### src/rtl/ocp_pkg.sv
package ocp_pkg;

  typedef enum logic [2:0] {
    ST_OFF   = 3'd0,
    ST_SOFT  = 3'd1,
    ST_RUN   = 3'd2,
    ST_WAIT  = 3'd3,
    ST_LATCH = 3'd4
  } ocp_state_e;

endpackage

### src/rtl/ocp_avg_trip.sv
module ocp_avg_trip #(
  parameter int PHASES     = 4,
  parameter int SAMPLE_W   = 8,
  parameter int TRIP_LEVEL = 90
) (
  input  logic                       take,
  input  logic [PHASES*SAMPLE_W-1:0] data,
  output logic                       trip
);
  localparam int SUM_W = SAMPLE_W + $clog2(PHASES) + 1;
  localparam logic [SUM_W-1:0] THRESH = SUM_W'(TRIP_LEVEL * PHASES);

  logic [SAMPLE_W-1:0] phase_v [PHASES];
  logic [SUM_W-1:0]    total;

  for (genvar g = 0; g < PHASES; g++) begin : g_unpack
    assign phase_v[g] = data[g*SAMPLE_W +: SAMPLE_W];
  end

  always_comb begin
    total = '0;
    for (int i = 0; i < PHASES; i++) begin
      total = total + SUM_W'(phase_v[i]);
    end
  end

  assign trip = take && (total >= THRESH);

endmodule

### src/rtl/ocp_tick_timer.sv
module ocp_tick_timer #(
  parameter int LEN = 2040
) (
  input  logic clk,
  input  logic rst_n,
  input  logic clr,
  input  logic run,
  input  logic tick,
  output logic done
);
  localparam int CW = (LEN > 1) ? $clog2(LEN) : 1;
  localparam logic [CW-1:0] LAST = CW'(LEN - 1);

  logic [CW-1:0] cnt;

  always_ff @(posedge clk or negedge rst_n) begin
    if (!rst_n) begin
      cnt <= '0;
    end else if (clr) begin
      cnt <= '0;
    end else if (run && tick && (cnt != LAST)) begin
      cnt <= cnt + 1'b1;
    end
  end

  assign done = run && tick && (cnt == LAST);

endmodule

### src/rtl/ocp_retry_count.sv
module ocp_retry_count #(
  parameter int MAX_RETRIES = 6
) (
  input  logic clk,
  input  logic rst_n,
  input  logic clr,
  input  logic inc,
  output logic final_evt
);
  localparam int NW = $clog2(MAX_RETRIES + 1);
  localparam logic [NW-1:0] TOP = NW'(MAX_RETRIES);

  logic [NW-1:0] run_cnt;

  always_ff @(posedge clk or negedge rst_n) begin
    if (!rst_n) begin
      run_cnt <= '0;
    end else if (clr) begin
      run_cnt <= '0;
    end else if (inc && (run_cnt != TOP)) begin
      run_cnt <= run_cnt + 1'b1;
    end
  end

  assign final_evt = (run_cnt == TOP);

endmodule

### src/rtl/ocp_hiccup_ctrl.sv
module ocp_hiccup_ctrl
  import ocp_pkg::*;
#(
  parameter int PHASES      = 4,
  parameter int SAMPLE_W    = 8,
  parameter int TRIP_LEVEL  = 90,
  parameter int SS_TICKS    = 2040,
  parameter int MAX_RETRIES = 6
) (
  input  logic                       clk,
  input  logic                       rst_n,
  input  logic                       en,
  input  logic                       samp_valid,
  output logic                       samp_ready,
  input  logic [PHASES*SAMPLE_W-1:0] samp_data,
  input  logic                       uv_flag,
  input  logic                       tick,
  output logic                       pwm_hiz,
  output logic                       ss_req,
  output logic                       pgood,
  output logic                       latched_off
);
  ocp_state_e st_q, st_n;
  logic       trip, tmr_done, final_evt;
  logic       tmr_run, tmr_clr, cnt_clr, pg_q;

  assign samp_ready = (st_q == ST_SOFT) || (st_q == ST_RUN);

  ocp_avg_trip #(
    .PHASES(PHASES), .SAMPLE_W(SAMPLE_W), .TRIP_LEVEL(TRIP_LEVEL)
  ) u_avg (
    .take (samp_valid && samp_ready),
    .data (samp_data),
    .trip (trip)
  );

  assign tmr_run = (st_q == ST_SOFT) || (st_q == ST_WAIT);
  assign tmr_clr = (st_n != st_q);

  ocp_tick_timer #(.LEN(SS_TICKS)) u_tmr (
    .clk  (clk),
    .rst_n(rst_n),
    .clr  (tmr_clr),
    .run  (tmr_run),
    .tick (tick),
    .done (tmr_done)
  );

  assign cnt_clr = (st_n == ST_OFF) || ((st_q == ST_SOFT) && (st_n == ST_RUN));

  ocp_retry_count #(.MAX_RETRIES(MAX_RETRIES)) u_cnt (
    .clk      (clk),
    .rst_n    (rst_n),
    .clr      (cnt_clr),
    .inc      (trip),
    .final_evt(final_evt)
  );

  always_comb begin
    st_n = st_q;
    if (!en) begin
      st_n = ST_OFF;
    end else begin
      unique case (st_q)
        ST_OFF:   st_n = ST_SOFT;
        ST_SOFT: begin
          if (trip)          st_n = final_evt ? ST_LATCH : ST_WAIT;
          else if (tmr_done) st_n = ST_RUN;
        end
        ST_RUN:   if (trip) st_n = final_evt ? ST_LATCH : ST_WAIT;
        ST_WAIT:  if (tmr_done) st_n = ST_SOFT;
        ST_LATCH: st_n = ST_LATCH;
        default:  st_n = ST_OFF;
      endcase
    end
  end

  always_ff @(posedge clk or negedge rst_n) begin
    if (!rst_n) begin
      st_q <= ST_OFF;
      pg_q <= 1'b0;
    end else begin
      st_q <= st_n;
      if ((st_n == ST_OFF) || (st_n == ST_LATCH) || (st_n == ST_SOFT)) begin
        pg_q <= 1'b0;
      end else if ((st_q == ST_SOFT) && (st_n == ST_RUN)) begin
        pg_q <= 1'b1;
      end else if (uv_flag) begin
        pg_q <= 1'b0;
      end
    end
  end

  assign pwm_hiz     = !samp_ready || trip;
  assign ss_req      = (st_q == ST_SOFT);
  assign pgood       = pg_q;
  assign latched_off = (st_q == ST_LATCH);

endmodule

### config.mk
export PLATFORM = sky130hd
export DESIGN_NAME = ocp_hiccup_ctrl
export DESIGN_NICKNAME = d
export VERILOG_FILES = /design/src/rtl/ocp_pkg.sv /design/src/rtl/ocp_avg_trip.sv /design/src/rtl/ocp_tick_timer.sv /design/src/rtl/ocp_retry_count.sv /design/src/rtl/ocp_hiccup_ctrl.sv
export SDC_FILE = /design/constraint.sdc
export NUM_CORES = 1
export LEC_CHECK = 0
export ABC_AREA = 1
export BUFFER_PORTS_ARGS = -buffer_cell sky130_fd_sc_hd__buf_2
export CORE_ASPECT_RATIO = 2
export CORE_UTILIZATION = 55
export DETAILED_ROUTE_END_ITERATION = 16
export HOLD_SLACK_MARGIN = 0.06
export MAX_ROUTING_LAYER = met4
export PLACE_DENSITY = 0.8
export SLEW_MARGIN = 20
export SYNTH_ARGS = -nofsm -noshare
export SYNTH_HDL_FRONTEND = slang
export SYNTH_SLANG_ARGS = --single-unit
### constraint.sdc
create_clock -name clk -period 7.6 [get_ports clk]
set_input_delay 0.76 -clock clk [delete_from_list [all_inputs] [get_ports clk]]
set_output_delay 0.76 -clock clk [all_outputs]
set_load 0.1 [all_outputs]
== Word level (Yosys, flattened, before mapping) ==
Index checks and enable logic that the tools add are counted.
W data, S select, Z words.
Word-level totals
  register bits: 18
  input port bits: 38
  bits in latches: 0
  logic and storage cells: 55
  ROM bits: 0
  memories: 0
  RAM bits: 0
Cells by class
  add/sub/neg operators: 5
  shift-type cells: 0
  mux-type cells: 14
  multipliers: 0
  equality and inequality tests: 12
  reductions and logical operators: 19
  div/mod/pow operators: 0
  $lt $le $gt $ge: 1
  bitwise gates (word level): 0
Operator list (count)
  $mux W3: 8
  $add A11 B8 Y11: 2
  $mux W11: 2
  $pmux W3 S5: 1
  $add A11 B1 Y11 const B: 1
  $eq A11 B11 Y1 const B: 1
  $ge A11 B9 Y1 const B: 1
  $ne A11 B11 Y1 const B: 1
  $add A8 B8 Y9: 1
  $eq A3 B2 Y1 const B: 3
  $eq A3 B3 Y1 const B: 3
  $logic_and A1 B1 Y1: 7
  $eq A3 B1 Y1 const B: 2
  $logic_not A3 Y1: 2
  $logic_or A1 B1 Y1: 6
  $reduce_bool A2 Y1: 2
  $add A3 B1 Y3 const B: 1
  $mux W1: 3
  $ne A3 B3 Y1: 1
  $ne A3 B3 Y1 const B: 1
  $reduce_bool A3 Y1: 1
  $logic_not A1 Y1: 1

== Longest topological paths before layout ==
Gate-level depths: netlist of run 1.
  word-level depth: 12
  gate-level depth with buffers: 29

== Cells and area by module ==
From an unflattened synthesis of run 1, not the netlist that was laid out.
Unflattened totals
  cells, all modules: 328
  area total of the unflattened synthesis: 2177.1 µm²
Modules (own cells, without submodules)
  ocp_avg_trip: area each 888.4 µm², instances 1, sequential area each 0.0 µm², cells each 133
  ocp_tick_timer: area each 729.4 µm², instances 1, sequential area each 275.3 µm², cells each 106
  ocp_hiccup_ctrl: area each 374.1 µm², instances 1, sequential area each 100.1 µm², cells each 64
  ocp_retry_count: area each 185.2 µm², instances 1, sequential area each 75.1 µm², cells each 25

== Worst setup path before layout of run 1 ==
Ideal clock, no wire load.
  path kind: input -> output
  start point: input samp_data[0]
  end point: output pwm_hiz
  slack: 2.540 ns
  data arrival time: 4.300 ns
  stages on the path: 19
  cells stage by stage: ha_1 -> inv_1 -> fa_1 -> o21ai_0 -> a21oi_1 -> o21ai_0 -> xnor2_1 -> fa_1 -> inv_1 -> ha_1 -> a21oi_1 -> nand3_1 -> nand2_1 -> nand2_1 -> nor2_1 -> nand3_1 -> nand2_2 -> nand2_2 -> nand2_1
Between the ends
  cells in the longest elaborated chain, start to end: 6
RTL lines
  from (decl): line ocp_hiccup_ctrl.sv:15  | input logic [PHASES*SAMPLE_W-1:0] samp_data,
  $add A8 B8 Y9: line ocp_avg_trip.sv:23  | total = total + SUM_W'(phase_v[i]);
  $add A11 B8 Y11 (2 in series): line ocp_avg_trip.sv:23
  $ge A11 B9 Y1: line ocp_avg_trip.sv:27  | assign trip = take && (total >= THRESH);
  $logic_and A1 B1 Y1: line ocp_avg_trip.sv:27
  $logic_or A1 B1 Y1: line ocp_hiccup_ctrl.sv:94  | assign pwm_hiz = !samp_ready || trip;
  to (decl): line ocp_hiccup_ctrl.sv:18  | output logic pwm_hiz,
No other way between the ends.

== Worst setup path in the final report of run 1 ==
Same ends and word-level chain as after synthesis.

==> reports/results.tsv, run 1 <==
stage	metric	value	unit
pwr	Int Pwr	289.6	uW
detailed_routing	wire per inst	11.91	um
die	Die Width	46	um
detailed_routing	Final ANT Viol Nets	0	
sta	f_max	0.1902	GHz
pwr	sw power	388.8	uW
layout	Ant. Diodes	0	
clocking	Sink Count	18	
setup_path	critical path peak fanout	5	
global_routing	largest net degree at the start of global routing	19	
clocking	CTS buffer count	3	
clocking	Skew-Pair Late Insertion Delay	0.25	ns
die	IO Pins	43	
setup_path	r2r startpoint	u_tmr.cnt[0]	
place	I/O Buffers	42	
sta	Fin. Hold Viols	0	
layout	layout cells sized above 1	21.32	%
layout	final instance area	2424	um^2
global_routing	vias in the first global route	2084	
sta	worst hold slack	0.4356	ns
setup_path	cell mode on critical path	nand2_1	
place	Setup WS pre-CTS	2.347	ns
sta	TNS Setup	0	ns
die	core area	3646	um^2
detailed_routing	via count	1926	
job	Max-Cap Viols	0	
global_routing	grt ovf	0	
setup_path	Reg2Reg Depth	11	
setup_path	Crit. End Element	output pin	
pwr	switching share of power	57.31	%
sta	final worst-path cycle share	69.20	%
clocking	CTS tree	yes	
layout	utilization of the core after routing	66.47	%
synthesis	average cell area after synthesis	7.318	um^2
synthesis	Netlist cell types	32	
setup_path	R2R setup slack	5.46	ns
sta	RSZ-0062 raised after global routing	false	
place	DPL Wire Length	3848	um
place	routability cong.	0.8083	
clocking	# H-tree levels	1	
sta	worst-margin pin slew	0.4846	ns
setup_path	FF-to-FF End	u_tmr.cnt[8]	
die	die footprint	4140	um^2
pwr	Clk network pwr share	11.4	%
synthesis	Post-Syn Instances	291	
clocking	postcts setup bufs	0	
setup_path	crit-path cells	buf_2 > ha_1 > inv_1 > fa_1 > o21ai_0 > a21oi_1 > o21ai_0 > xnor2_1 > fa_1 > inv_1 > ha_1 > a21oi_1 > nand3_1 > nand2_1 > nand2_1 > nor2_1 > nor2_2 > nand2_2 > nand2_2 > nand2_1 > buf_2	
place	dpl cells	378	
setup_path	Setup crit start kind	input port	
clocking	maximum clock path buffer count	2	
die	initial core utilization	58.41	%
die	Site Rows	31	
setup_path	Req. time, crit path	6.84	ns
pwr	worst IR drop on VDD	0.5817	mV
clocking	CTS Hold Bufs	0	
sta	clk_skew	0.001439	ns
setup_path	slowest CP cell	fa_1	
clocking	root buffer cell	clkbuf_8	
global_routing	Total GRT Usage	25.41	%
synthesis	Yosys reg bits	18	
sta	final setup violating endpoints	0	
synthesis	sequential area share after synthesis	21.15	%
pwr	Seq pwr share	18.3	%
die	DIE HEIGHT	90	um
layout	most frequent cells in the layout	inv_1, nand2_1, buf_2	
detailed_routing	DR iter-0 viols	19	
clocking	post-cts gate resize count	0	
synthesis	Yosys warning total	0	
synthesis	Mapped Area	2130	um^2
pwr	Gate power share	70.3	%
worst_hold_path	worst hold-check path type	input port to async pin	
detailed_routing	via/cell ratio	5.042	
clocking	CTS clk-pin slew, worst paths	0.07	ns
outcome	outcome	finished clean	
pwr	leakage	1.339	nW
layout	Final #Nets	401	
layout	commonest non-fill, non-tap cell in the layout	inv_1	
layout	Final Non-Filler Cells	382	
setup_path	max incr delay on CP	0.49	ns
sta	Period minus WS final	5.259	ns
layout	Layout area overhead	13.81	%
synthesis	syn nets	358	
setup_path	Worst EP arrival	4.50	ns
sta	Max Transition Viols Final	0	
detailed_routing	drc violations	0	
sta	Slew headroom	67.91	%
pwr	Power Total	678.5	uW
detailed_routing	DRT Wirelength	4550	um
pwr	PwrDens	280.0	nW/um^2
setup_path	CP Class	input port to output pin	
global_routing	initial antenna violation count	0	
sta	setup slack after layout	2.341	ns
place	dpl cell area	2369	um^2
global_routing	first-pass GRT wire length	7810	um
detailed_routing	DRT Pass-1 Iters	4	
## cell families after synthesis
family                   count (synthesis)  synth area share (%)
AO/OA/AOI/OAI                           24                 6.228
XOR/XNOR                                17                 6.992
multiplexers                             1                0.4701
adder cells (fa/ha/maj)                 29                 20.56
flip-flops                              18                 21.15
AND/OR/NAND/NOR                        131                 31.26
buffers and inverters                   71                 13.34
## cell type report
type,instances,area [um^2]
Timing Repair Buffer,42,210.2
Clock buffer,4,55.05
Fill cell,344,1222
Multi-Input combinational cell,202,1395
Inverter,67,251.5
Sequential cell,18,450.4
Tap cell,49,61.31
## power groups by stage
stage	clock (mW)	combinational, mW	sequential, mW
floorplan	0	0.413	0.121
global placement	0	0.467	0.126
detailed placement	0	0.475	0.126
CTS	0.0786	0.479	0.124
global route	0.0822	0.533	0.126
finish	0.0771	0.477	0.124
## how the worst max path moves through the flow
stage	start	end	slack, ns	depth (start not counted)
global route	samp_data[0]	pwm_hiz	1.91	23
detailed placement	samp_data[0]	pwm_hiz	2.35	21
finish	samp_data[0]	pwm_hiz	2.34	21
CTS	samp_data[0]	pwm_hiz	2.34	21
global placement	samp_data[0]	pwm_hiz	2.49	21
floorplan	samp_data[0]	pwm_hiz	2.54	19
## registers in the layout, summed over array words and instances, names as in the netlist
name           flops
pgood              1
st_q               3
u_cnt.run_cnt      3
u_tmr.cnt         11
## metal layers
metal,global-route usage (%),vias up,routed length (um)
met4,13.48,0,182
met1,20.36,871,1534
li1,-,985,-
met3,2.610,18,163
met5,-,-,0
met2,49.06,52,2670
## worst max-delay path, delay by kind of cell
kind                       cells  cell delay, ns
and+or+nand+nor                8            0.70
adders and majority gates      4            1.37
xor gates and xnor gates       1            0.13
AOI/OAI and AO/OA              4            0.94
buffers and inverters          4            0.59
## synthesized netlist by cell type, drive strengths merged
cell type  number  share of area, %
nor3           13               5.4
o21bai          2              0.70
o21ai           7               1.6
nor2           21               3.8
dfrtp          18                21
xor2           13               5.3
xnor2           4               1.6
nor4            1              0.29
mux2i           1              0.47
nand3b          2              0.70
o22ai           1              0.29
nand3          22               6.5
and3            1              0.29
nand2          65                13
o21a            1              0.35
o31ai           1              0.35
or2             1              0.29
ha             19                11
inv            67                12
a31oi           1              0.29
a21oi          11               2.6
buf             3               1.3
fa             10               9.4
clkbuf          1              0.23
nand4           5               1.5
No activity file was read; power rests on OpenSTA's default activity.
==> run 2, diff against run 1 <==
- clock period: 7.6 -> 4.9 ns (I/O delays scaled with it)
==> run 2 against run 1 <==
Effect of this change:
- via count is 2.5% higher
- flip-flop and latch count unchanged
- worst hold slack worse by 0.28 ns
- global-route usage down 0.13 points
- die area stayed put
- clock-buffer cell count is the same
- final area up 0.62%
- clock skew rose by 0.0062 ns
- combinational power is 61% higher
- largest power group unchanged
==> reports/results.tsv, run 2 (synthesis results as in run 1) <==
stage	metric	value	unit	change
outcome	outcome	finished clean		
pwr	PwrDens	443.5	nW/um^2	+58%
place	routability cong.	0.8375		+3.6%
setup_path	critical path peak fanout	5		unchanged
detailed_routing	DRT Pass-1 Iters	4		unchanged
detailed_routing	Final ANT Viol Nets	0		unchanged
layout	Ant. Diodes	0		unchanged
sta	final worst-path cycle share	91.15	%	
clocking	postcts setup bufs	0		unchanged
sta	worst-margin pin slew	0.4836	ns	-0.001080 ns
clocking	maximum clock path buffer count	2		unchanged
clocking	root buffer cell	clkbuf_8		
die	die footprint	4140	um^2	unchanged
layout	commonest non-fill, non-tap cell in the layout	inv_1		
setup_path	Worst EP arrival	3.98	ns	-0.52 ns
clocking	CTS tree	yes		
sta	TNS Setup	0	ns	unchanged
setup_path	Req. time, crit path	4.41	ns	-2.43 ns
layout	Largest regs	u_tmr.cnt: 11 flops, st_q: 3 flops, u_cnt.run_cnt: 3 flops		
worst_hold_path	worst hold-check path type	input port to async pin		
detailed_routing	wire per inst	12.21	um	+2.5%
die	Site Rows	31		unchanged
setup_path	Crit. End Element	output pin		
global_routing	first-pass GRT wire length	7748	um	-0.79%
global_routing	grt ovf	0		unchanged
job	Max-Cap Viols	0		unchanged
die	Die Width	46	um	unchanged
place	I/O Buffers	42		unchanged
sta	Period minus WS final	4.466	ns	
detailed_routing	via/cell ratio	5.170		+2.5%
clocking	Sink Count	18		unchanged
layout	most frequent cells in the layout	inv_1, nand2_1, buf_2		
clocking	Skew-Pair Late Insertion Delay	0.26	ns	about the same
die	IO Pins	43		unchanged
clocking	CTS buffer count	3		unchanged
detailed_routing	DR iter-0 viols	29		+10
layout	Layout area overhead	14.51	%	
global_routing	initial antenna violation count	0		unchanged
layout	Final Non-Filler Cells	382		unchanged
layout	Largest register FFs	11		unchanged
place	dpl cells	378		unchanged
detailed_routing	via count	1975		+2.5%
global_routing	largest net degree at the start of global routing	19		unchanged
sta	worst hold slack	0.1509	ns	-0.2847 ns
setup_path	CP Class	input port to output pin		
sta	clk_skew	0.007614	ns	+0.006175 ns
place	DPL Wire Length	3912	um	+1.7%
sta	Max Transition Viols Final	0		unchanged
layout	Final #Nets	401		unchanged
setup_path	Setup crit start kind	input port		
detailed_routing	drc violations	0		unchanged
sta	Fin. Hold Viols	0		unchanged
clocking	# H-tree levels	1		unchanged
clocking	CTS clk-pin slew, worst paths	0.07	ns	about the same
layout	layout cells sized above 1	21.32	%	unchanged
layout	utilization of the core after routing	66.88	%	+0.41 points
layout	Biggest register	u_tmr.cnt		
sta	f_max	0.2239	GHz	
die	initial core utilization	58.41	%	unchanged
die	core area	3646	um^2	unchanged
pwr	leakage	1.345	nW	+0.48%
detailed_routing	DRT Wirelength	4665	um	+2.5%
global_routing	Total GRT Usage	25.29	%	-0.13 points
global_routing	vias in the first global route	2003		-3.9%
sta	RSZ-0062 raised after global routing	false		
sta	final setup violating endpoints	0		unchanged
sta	Slew headroom	67.98	%	+0.072 points
pwr	worst IR drop on VDD	1.033	mV	+78%
die	DIE HEIGHT	90	um	unchanged
[run 2: critical path, stage by stage]
cell and delay [ns]:
buf_2 0.08, ha_1 0.15, inv_1 0.06, fa_1 0.40, o21ai_1 0.22, a21oi_1 0.08, o21ai_0 0.26, xnor2_1 0.13
fa_1 0.49, inv_1 0.04, ha_1 0.33, a21oi_1 0.28, nand3_1 0.15, nand2_1 0.08, nand2_1 0.05, nor2_1 0.13
nor2_2 0.05, nand2_2 0.10, nand2_2 0.09, nand2_1 0.12, buf_12 0.18
[run 2: report_power, final]
part	switching (mW)	internal (mW)
registers	0.0266	0.166
clock network	0.0510	0.0714
logic	0.531	0.235
total	0.609	0.472
[run 2: final cells by class]
| type | instances | area, um^2 |
|---|---|---|
| Sequential cell | 18 | 450.4 |
| Clock buffer | 4 | 55.05 |
| Inverter | 67 | 251.5 |
| Tap cell | 49 | 61.31 |
| Multi-Input combinational cell | 202 | 1395 |
| Timing Repair Buffer | 42 | 225.2 |
| Fill cell | 338 | 1207 |
[run 2: metal layers]
layer | GRT usage [%] | wire length (um)
met1 | 21.22 | 1572
met2 | 50.47 | 2787
met3 | 1.406 | 184
met4 | 9.559 | 121
met5 | - | 0
[run 2: what timing repair did]
item                       in CTS  in global routing
resized for setup               0                  1
setup endpoints to repair       0                  1
hold buffers                    0                  0
[run 2: worst paths after layout]
kind,startpoint,end,slack (ns),depth (start not counted)
setup reg to reg,u_tmr.cnt[0],u_tmr.cnt[0],2.62,11
hold reg to reg,pgood,pgood,0.56,2
max in group asynchronous,rst_n,st_q[0],4.46,1
hold / removal,rst_n,u_tmr.cnt[1],0.15,1
setup / recovery,samp_data[0],pwm_hiz,0.43,21
min in group clk,uv_flag,pgood,0.41,2
[run 2: metrics by stage]
| step | setup slack, ns | instance area [um^2] | total power, mW |
|---|---|---|---|
| global placement | 0.4595 | 2384 | 0.9410 |
| finish | 0.4336 | 2439 | 1.081 |
| CTS | 0.3607 | 2439 | 1.080 |
| detailed placement | 0.2767 | 2384 | 0.9538 |
| global route | 0.06255 | 2439 | 1.168 |
| floorplan | 0.3798 | 2130 | 0.8276 |
==> run 3, diff against run 2 <==
- CORE_UTILIZATION: 55 -> 53
- PLACE_DENSITY: 0.8 -> 0.77
- RECOVER_POWER: default -> 100
==> run 3 against run 2 <==
Effect of this change:
- register-to-register slack better by 0.14 ns
- global-route usage down 1.4 points
- worst setup slack worse by 0.036 ns
==> reports/results.tsv, run 3 (synthesis results as in run 1) <==
stage	metric	value	unit	change
layout	Ant. Diodes	0		unchanged
setup_path	max incr delay on CP	0.48	ns	about the same
clocking	root buffer cell	clkbuf_8		
sta	f_max	0.2221	GHz	-0.79%
layout	final instance area	2370	um^2	-2.8%
setup_path	CP Class	input port to output pin		
die	initial core utilization	55.40	%	-3.0 points
sta	Slew headroom	22.73	%	-45 points
place	routability cong.	0.8218		-1.9%
layout	Largest register FFs	11		unchanged
detailed_routing	via/cell ratio	4.990		-3.5%
global_routing	initial antenna violation count	0		unchanged
clocking	# H-tree levels	1		unchanged
job	Max-Cap Viols	0		unchanged
setup_path	Worst EP arrival	4.01	ns	+0.03 ns
die	core area	3844	um^2	+5.4%
setup_path	Crit. End Element	output pin		
clocking	Skew-Pair Late Insertion Delay	0.25	ns	about the same
detailed_routing	DR iter-0 viols	49		+69%
detailed_routing	via count	1916		-3.0%
sta	RSZ-0062 raised after global routing	false		
setup_path	Worst setup startpoint	samp_data[0]		
setup_path	sum of buffers and inverters on the critical path	4		unchanged
global_routing	grt ovf	0		unchanged
clocking	postcts setup bufs	0		unchanged
place	I/O Buffers	42		unchanged
global_routing	Total GRT Usage	23.89	%	-1.4 points
detailed_routing	Final ANT Viol Nets	0		unchanged
place	dpl cell area	2386	um^2	+0.10%
die	Die Width	46.82	um	+1.8%
die	IO Pins	43		unchanged
detailed_routing	DRT Wirelength	4375	um	-6.2%
setup_path	critical path peak fanout	5		unchanged
clocking	maximum clock path buffer count	2		unchanged
layout	most frequent cells in the layout	inv_1, nand2_1, buf_2		
sta	Max Transition Viols Final	0		unchanged
setup_path	r2r startpoint	u_tmr.cnt[0]		
global_routing	vias in the first global route	2078		+3.7%
die	DIE HEIGHT	91.64	um	+1.8%
setup_path	crit-path cells	buf_2 > ha_1 > inv_1 > fa_1 > o21ai_0 > a21oi_1 > o21ai_0 > xnor2_1 > fa_1 > inv_1 > ha_1 > a21oi_1 > nand3_1 > nand2_1 > nand2_1 > nor2_1 > nand3_1 > nand2_2 > nand2_2 > nand2_1 > buf_12		
global_routing	first-pass GRT wire length	7603	um	-1.9%
layout	commonest non-fill, non-tap cell in the layout	inv_1		
place	DPL Wire Length	3851	um	-1.6%
die	Site Rows	32		+3.2%
global_routing	largest net degree at the start of global routing	19		unchanged
sta	TNS Setup	0	ns	unchanged
sta	final setup violating endpoints	0		unchanged
pwr	leakage	1.317	nW	-2.1%
setup_path	slowest CP cell	fa_1		
setup_path	cell mode on critical path	nand2_1		
clocking	Sink Count	18		unchanged
layout	Largest regs	u_tmr.cnt: 11 flops, st_q: 3 flops, u_cnt.run_cnt: 3 flops		
clocking	post-cts gate resize count	0		unchanged
layout	Biggest register	u_tmr.cnt		
detailed_routing	wire per inst	11.39	um	-6.7%
clocking	CTS tree	yes		
setup_path	Setup crit start kind	input port		
layout	fillers	384		+14%
pwr	worst IR drop on VDD	0.5506	mV	-47%
sta	clk_skew	0.003099	ns	-0.004515 ns
pwr	PwrDens	436.3	nW/um^2	-1.6%
sta	worst-margin pin slew	1.164	ns	+0.6804 ns
layout	layout cells sized above 1	16.22	%	-5.1 points
clocking	CTS clk-pin slew, worst paths	0.07	ns	about the same
die	die footprint	4291	um^2	+3.6%
setup_path	Crit path max-delay family	adder cells		
sta	final worst-path cycle share	91.88	%	+0.73 points
detailed_routing	DRT Pass-1 Iters	6		+2
layout	Final #Nets	401		unchanged
sta	Period minus WS final	4.502	ns	+0.03568 ns
detailed_routing	drc violations	0		unchanged
worst_hold_path	worst hold-check path type	input port to async pin		
clocking	CTS buffer count	3		unchanged
clocking	CTS Hold Bufs	0		unchanged
sta	Fin. Hold Viols	0		unchanged
setup_path	Req. time, crit path	4.41	ns	about the same
outcome	outcome	finished clean		
layout	Layout area overhead	11.28	%	
run 3: area by class of cell:
| type | instances | area, um^2 | share of cell area, % |
|---|---|---|---|
| multi-input cells | 202 | 1330 | 56.12 |
| flip-flops and latches | 18 | 450.4 | 19.01 |
| inverters | 67 | 251.5 | 10.61 |
| repair buffers | 42 | 219.0 | 9.240 |
| well taps | 51 | 63.81 | 2.693 |
| clock buffers | 4 | 55.05 | 2.323 |
run 3: worst reg2reg max path, delay by kind of cell (launching register included):
family | cells | cell delay [ns]
AND/OR/NAND/NOR | 9 | 1.30
flip-flops | 1 | 0.39
adder cells (fa/ha/maj) | 1 | 0.18
AO/OA/AOI/OAI | 1 | 0.17
run 3: worst paths after layout:
check,end,slack [ns],depth (start not counted)
worst min-delay path,u_tmr.cnt[4],0.37,1
max in group asynchronous,st_q[1],3.95,1
min in group clk,pgood,0.43,2
worst max register to register,u_tmr.cnt[1],2.76,11
worst min register to register,pgood,0.55,2
worst max-delay path,pwm_hiz,0.40,21
run 3: per-layer routing:
metal | global-route usage, % | share of wire (%)
met5 | - | 0
met4 | 8.333 | 2.3
met3 | 1.181 | 2.3
met2 | 48.61 | 62
met1 | 19.70 | 34
run 3: where the power goes:
group          internal, mW  switching, mW  leakage (nW)
combinational         0.223          0.500          1.04
sequential            0.166         0.0274         0.248
clock                0.0712         0.0456        0.0288
run 3: stage by stage:
step	total power, mW	util, %	setup slack [ns]	std cells	hold slack (ns)
after global placement	0.9418	62.08	0.4410	380	0.4382
final	1.034	61.65	0.3979	384	0.3667
after detailed placement	0.9588	62.08	0.2973	380	0.4383
after CTS	1.078	63.51	0.3581	384	0.1718
after floorplan	0.8276	-	0.3798	291	0.1944
after global routing	1.128	61.65	0.01011	384	0.4455
